## src/rtl/ehm_pkg.sv

```systemverilog
package ehm_pkg;

    // Memory of the last accepted bit
    typedef struct packed {
        logic have;   // at least one bit accepted since enable
        logic prev;   // value of that bit
    } ehm_track_t;

    // Error flag state
    typedef struct packed {
        logic live;
        logic sticky;
    } ehm_flags_t;

    localparam int unsigned EHM_NUM_CTR = 2;
    localparam int unsigned EHM_CTR_RUN = 0;
    localparam int unsigned EHM_CTR_ALT = 1;

endpackage

```

## src/rtl/ehm_streak_ctr.sv

```systemverilog
module ehm_streak_ctr #(
    parameter int unsigned LIMIT = 64
) (
    input  logic clk_i,
    input  logic rst_ni,
    input  logic en_i,
    input  logic step_i,
    input  logic restart_i,
    output logic over_nx_o
);
    localparam int unsigned CAP = LIMIT + 1;
    localparam int unsigned W   = $clog2(CAP + 1);

    typedef struct packed {
        logic [W-1:0] cnt;
    } ctr_t;

    ctr_t s_d, s_q;

    always_comb begin
        s_d = s_q;
        if (!en_i) begin
            s_d.cnt = '0;
        end else if (step_i) begin
            if (restart_i) begin
                s_d.cnt = W'(1);
            end else if (s_q.cnt != W'(CAP)) begin
                s_d.cnt = s_q.cnt + W'(1);
            end
        end
        over_nx_o = (s_d.cnt == W'(CAP));
    end

    always_ff @(posedge clk_i or negedge rst_ni) begin
        if (!rst_ni) begin
            s_q <= '0;
        end else begin
            s_q <= s_d;
        end
    end

endmodule

```

## src/rtl/ehm_flag_ctrl.sv

```systemverilog
module ehm_flag_ctrl
    import ehm_pkg::*;
(
    input  logic clk_i,
    input  logic rst_ni,
    input  logic hit_nx_i,
    input  logic clr_i,
    output logic live_o,
    output logic sticky_o
);
    ehm_flags_t f_d, f_q;

    always_comb begin
        f_d        = f_q;
        f_d.live   = hit_nx_i;
        // a new detection outranks a clear in the same cycle
        f_d.sticky = (hit_nx_i & ~f_q.live) | (f_q.sticky & ~clr_i);
    end

    always_ff @(posedge clk_i or negedge rst_ni) begin
        if (!rst_ni) begin
            f_q <= '0;
        end else begin
            f_q <= f_d;
        end
    end

    assign live_o   = f_q.live;
    assign sticky_o = f_q.sticky;

endmodule

```

## src/rtl/entropy_health_mon.sv

```systemverilog
module entropy_health_mon
    import ehm_pkg::*;
#(
    parameter int unsigned RUN_LIMIT = 64,
    parameter int unsigned ALT_LIMIT = 32
) (
    input  logic clk_i,
    input  logic rst_ni,
    input  logic en_i,
    input  logic bit_vld_i,
    input  logic bit_i,
    input  logic clr_i,
    output logic live_err_o,
    output logic sticky_err_o
);
    ehm_track_t trk_d, trk_q;
    logic       same_bit;
    logic       flip_bit;
    logic [EHM_NUM_CTR-1:0] restart;
    logic [EHM_NUM_CTR-1:0] over_nx;
    logic       step;

    always_comb begin
        trk_d = trk_q;
        if (!en_i) begin
            trk_d = '0;
        end else if (bit_vld_i) begin
            trk_d.have = 1'b1;
            trk_d.prev = bit_i;
        end
    end

    always_ff @(posedge clk_i or negedge rst_ni) begin
        if (!rst_ni) begin
            trk_q <= '0;
        end else begin
            trk_q <= trk_d;
        end
    end

    assign step     = en_i & bit_vld_i;
    assign same_bit = trk_q.have & (bit_i == trk_q.prev);
    assign flip_bit = trk_q.have & (bit_i != trk_q.prev);

    assign restart[EHM_CTR_RUN] = ~same_bit;
    assign restart[EHM_CTR_ALT] = ~flip_bit;

    for (genvar g = 0; g < EHM_NUM_CTR; g++) begin : g_ctr
        localparam int unsigned LIM = (g == EHM_CTR_RUN) ? RUN_LIMIT : ALT_LIMIT;
        ehm_streak_ctr #(
            .LIMIT (LIM)
        ) u_ctr (
            .clk_i     (clk_i),
            .rst_ni    (rst_ni),
            .en_i      (en_i),
            .step_i    (step),
            .restart_i (restart[g]),
            .over_nx_o (over_nx[g])
        );
    end

    ehm_flag_ctrl u_flags (
        .clk_i    (clk_i),
        .rst_ni   (rst_ni),
        .hit_nx_i (|over_nx),
        .clr_i    (clr_i),
        .live_o   (live_err_o),
        .sticky_o (sticky_err_o)
    );

endmodule

```

## config.mk

```make
export PLATFORM = sky130hd
export DESIGN_NAME = entropy_health_mon
export DESIGN_NICKNAME = d
export VERILOG_FILES = /design/src/rtl/ehm_pkg.sv /design/src/rtl/ehm_streak_ctr.sv /design/src/rtl/ehm_flag_ctrl.sv /design/src/rtl/entropy_health_mon.sv
export SDC_FILE = /design/constraint.sdc
export NUM_CORES = 1
export LEC_CHECK = 0
export ABC_AREA = 1
export ABC_CLOCK_PERIOD_IN_PS = 2200
export CORE_ASPECT_RATIO = 0.8
export CORE_MARGIN = 4
export CORE_UTILIZATION = 55
export CTS_CLUSTER_SIZE = 16
export DETAILED_ROUTE_END_ITERATION = 12
export MAX_ROUTING_LAYER = met4
export PLACE_DENSITY = 0.83
export SLEW_MARGIN = 20
export SYNTH_ARGS = -nofsm -noshare
export SYNTH_HDL_FRONTEND = slang
export SYNTH_SLANG_ARGS = --single-unit
```

## constraint.sdc

```tcl
create_clock -name clk_i -period 2.2 [get_ports clk_i]
set_input_delay 0.33 -clock clk_i [delete_from_list [all_inputs] [get_ports clk_i]]
set_output_delay 0.33 -clock clk_i [all_outputs]
set_load 0.02 [all_outputs]
```

==> summary.txt <==
Skew final - 5.58 ps
Maximum vdd ir drop - 0.462 mV
GR peak layer - met2
Met2 usage - 0.307
Vias in the first global route - 1039
Clk sink count - 17
Crit-path cells - clkdlybuf4s50_1, nand2_4, inv_2, nand2_1, o21bai_1, nand3_1, nand2_1, nor2_1, nand2_1, nand2_1, nand2_1, nand2_1
Drt wl/cell - 13.1 um
Met1 usage - 0.297
Comb power frac - 0.150
Met3 GRT Util - 0.0745
Synthesized cell area - 1130 um2
Unrepaired setup endpoints after global routing - no
Initial Util - 0.591
Power density over the cells - 478 nW/um2
CTS buffer count - 3
P_int - 0.426 mW
FP Rows - 14
Sw Pwr - 0.178 mW
Core box area - 1910 um2
Status - complete, no violations
Critical path startpoint category - primary input
HP Class - in2async
Reg power frac - 0.551
Seq cells post-synth - 17
Max Cap Viol - 0
Period utilization - 0.800
Final Hold Fails - 0
Setup tns final - 0 ps
Detailed Route Iter0 Violations - 55
Die X - 58.6 um
TritonCTS clock tree - done
R2R Setup Slk - 460 ps
Critical path's largest stage delay - 640 ps
Final HPWL DP - 2120 um
Worst R2R Path Depth - 12
Power consumption - 0.604 mW
Synth area leader - dfrtp_1
Syn nets - 179
Critical R2R Capture - u_flags.sticky_o$_DFF_PN0_
Vias per inst - 5.41
Clk root buf - clkbuf_4
Final Max Slew Viols - 0
Post-layout util - 0.661
First-pass GRT wire length - 4710 um
Synthesis warning total - 0
Clock power frac - 0.299
Net Sw Frac - 0.295
Req. time, crit path - 2410 ps
Leak Pwr - 0.710 nW
Hold-fix buffers, CTS - 0
FMAX - 568 MHz
Avg Inst Size Synth - 6.68 um2
CP arrival - 1970 ps
Final wirelength - 2680 um
Max-slew headroom - 0.802
Post-synthesis sequential area ratio - 0.377
Largest net degree at the start of global routing - 18
CTS resizes - 0
Share of layout cells above drive strength 1 - 0.0663
Global Route Usage Sum - 0.222
Top cell type's share of synthesized area - 0.377
Layout area overhead - 11.9%
CP dominant cell by count - nand2_1
Crit path capture type - flop
Clk slew on worst S/H paths - 110 ps
CTS max path bufs - 2
Nets - 192
Clock network latency to the later pin of the worst-skew pair - 300 ps
Via Count - 1109
Routability cong. - 0.983
Post-synth cell types - 19
Htree depth - 1
Total die area - 2850 um2
Area contributors post-synth - dfrtp_1, nand2_1, nand3_1
Congestion Overflow GR - 0
Synth Instances - 169
RR Startpoint - g_ctr[1].u_ctr.s_q[1]$_DFF_PN0_
Die height - 48.5 um
DRC errors left - 0
Antenna viol nets, final - 0
Initial antenna violation count - 0
Final setup vio count - 0
Ant diodes - 0
Crit Path Max Fanout - 11
Slowest stage cell, crit path - clkdlybuf4s50_1
# port buffers - 7
# IOs - 8
Worst-Margin Slew - 297 ps
Post-CTS Setup Bufs - 0
Kind of critical path - in2reg
Tmin final - 1760 ps
First-pass detailed-route iteration total - 4
Number of fill cells - 182
==> area by class of cell <==
type	instances	area [um2]	area share
Clock buffer	3	22.5	0.0178
Multi-Input combinational cell	124	591	0.468
Sequential cell	17	425	0.337
Clock inverter	1	7.51	0.00595
Timing Repair Buffer	9	85.1	0.0674
Tap cell	24	30.0	0.0238
Inverter	27	101	0.0803
==> cell families (layout without fill, tap and decap cells) <==
logic type / Yosys count / in the layout / share of synthesized area
and+or+nand+nor: 107 / 107 / 0.415
buffers and inverters: 28 / 40 / 0.0998
DFF: 17 / 17 / 0.377
AOI/OAI and AO/OA: 12 / 12 / 0.0565
adders and majority gates: 4 / 4 / 0.0443
xor gates and xnor gates: 1 / 1 / 0.00776
==> registers in the layout (all words and copies together), names as in the netlist <==
register and flops:
g_ctr.u_ctr.s_q 13, trk_q 2, u_flags.live_o 1, u_flags.sticky_o 1
==> how the worst max path moves through the flow <==
stage	depth (start not counted)	slack [ps]	endpoint	from
6_report	12	440	u_flags.sticky_o$_DFF_PN0_	bit_vld_i
5_1_grt	12	200	u_flags.sticky_o$_DFF_PN0_	g_ctr[1].u_ctr.s_q[1]$_DFF_PN0_
4_1_cts	12	460	u_flags.sticky_o$_DFF_PN0_	en_i
3_5_place_dp	12	140	u_flags.sticky_o$_DFF_PN0_	bit_vld_i
3_3_place_gp	9	140	u_flags.live_o$_DFF_PN0_	en_i
2_1_floorplan	15	760	u_flags.sticky_o$_DFF_PN0_	g_ctr[0].u_ctr.s_q[1]$_DFF_PN0_
==> worst max-delay path: cells and delay by family <==
kind,cells,cell delay (ps)
AO/OA/AOI/OAI,1,150
buffers and inverters,2,810
AND/OR/NAND/NOR,9,670
==> synthesized netlist by cell type (all sizes together) <==
master / instances
nand2: 57
inv: 27
nor2: 21
nand3: 19
dfrtp: 17
nand4: 8
a21oi: 5
o21ai: 5
ha: 4
nand3b: 2
buf: 1
o21bai: 1
o22ai: 1
xor2: 1
==> stage by stage <==
stage / setup slack [ps] / hold slack, ps / instance area, um2 / std cells
global route: 202 / 330 / 1260 / 205
finish: 439 / 326 / 1260 / 205
CTS: 464 / 337 / 1260 / 205
detailed placement: 140 / 475 / 1230 / 201
floorplan: 758 / 34.4 / 1130 / 169
global placement: 145 / 467 / 1230 / 201
==> layer usage <==
layer / part of all wire / wire [um]
met5: 0 / 0
met3: 0.088 / 237
met4: 0.021 / 57
met1: 0.46 / 1250
met2: 0.42 / 1140
==> power by group through the flow <==
stage	registers [mW]	clock network [mW]	logic (mW)
final	0.333	0.180	0.0906
after CTS	0.332	0.184	0.0907
after global routing	0.334	0.200	0.104
after floorplan	0.337	0	0.0544
after detailed placement	0.339	0	0.0901
after global placement	0.338	0	0.0889
==> cell usage in the layout (no fill, tap or decap) <==
master	netlist	routed
o21ai_1	4	4
dfrtp_1	17	17
o22ai_1	1	1
nand2_4	1	1
a21oi_1	5	5
clkinvlp_4	0	1
nand2_1	54	54
ha_1	4	4
nand3_1	19	19
nor2_1	20	20
xor2_1	1	1
clkbuf_4	0	3
clkdlybuf4s50_1	0	7
nand2_2	2	2
o21ai_0	1	1
nor2_2	1	1
buf_4	0	2
nand3b_1	2	2
nand4_1	8	8
inv_1	25	25
o21bai_1	1	1
inv_2	2	2
Power figures use the tool's default switching activity.
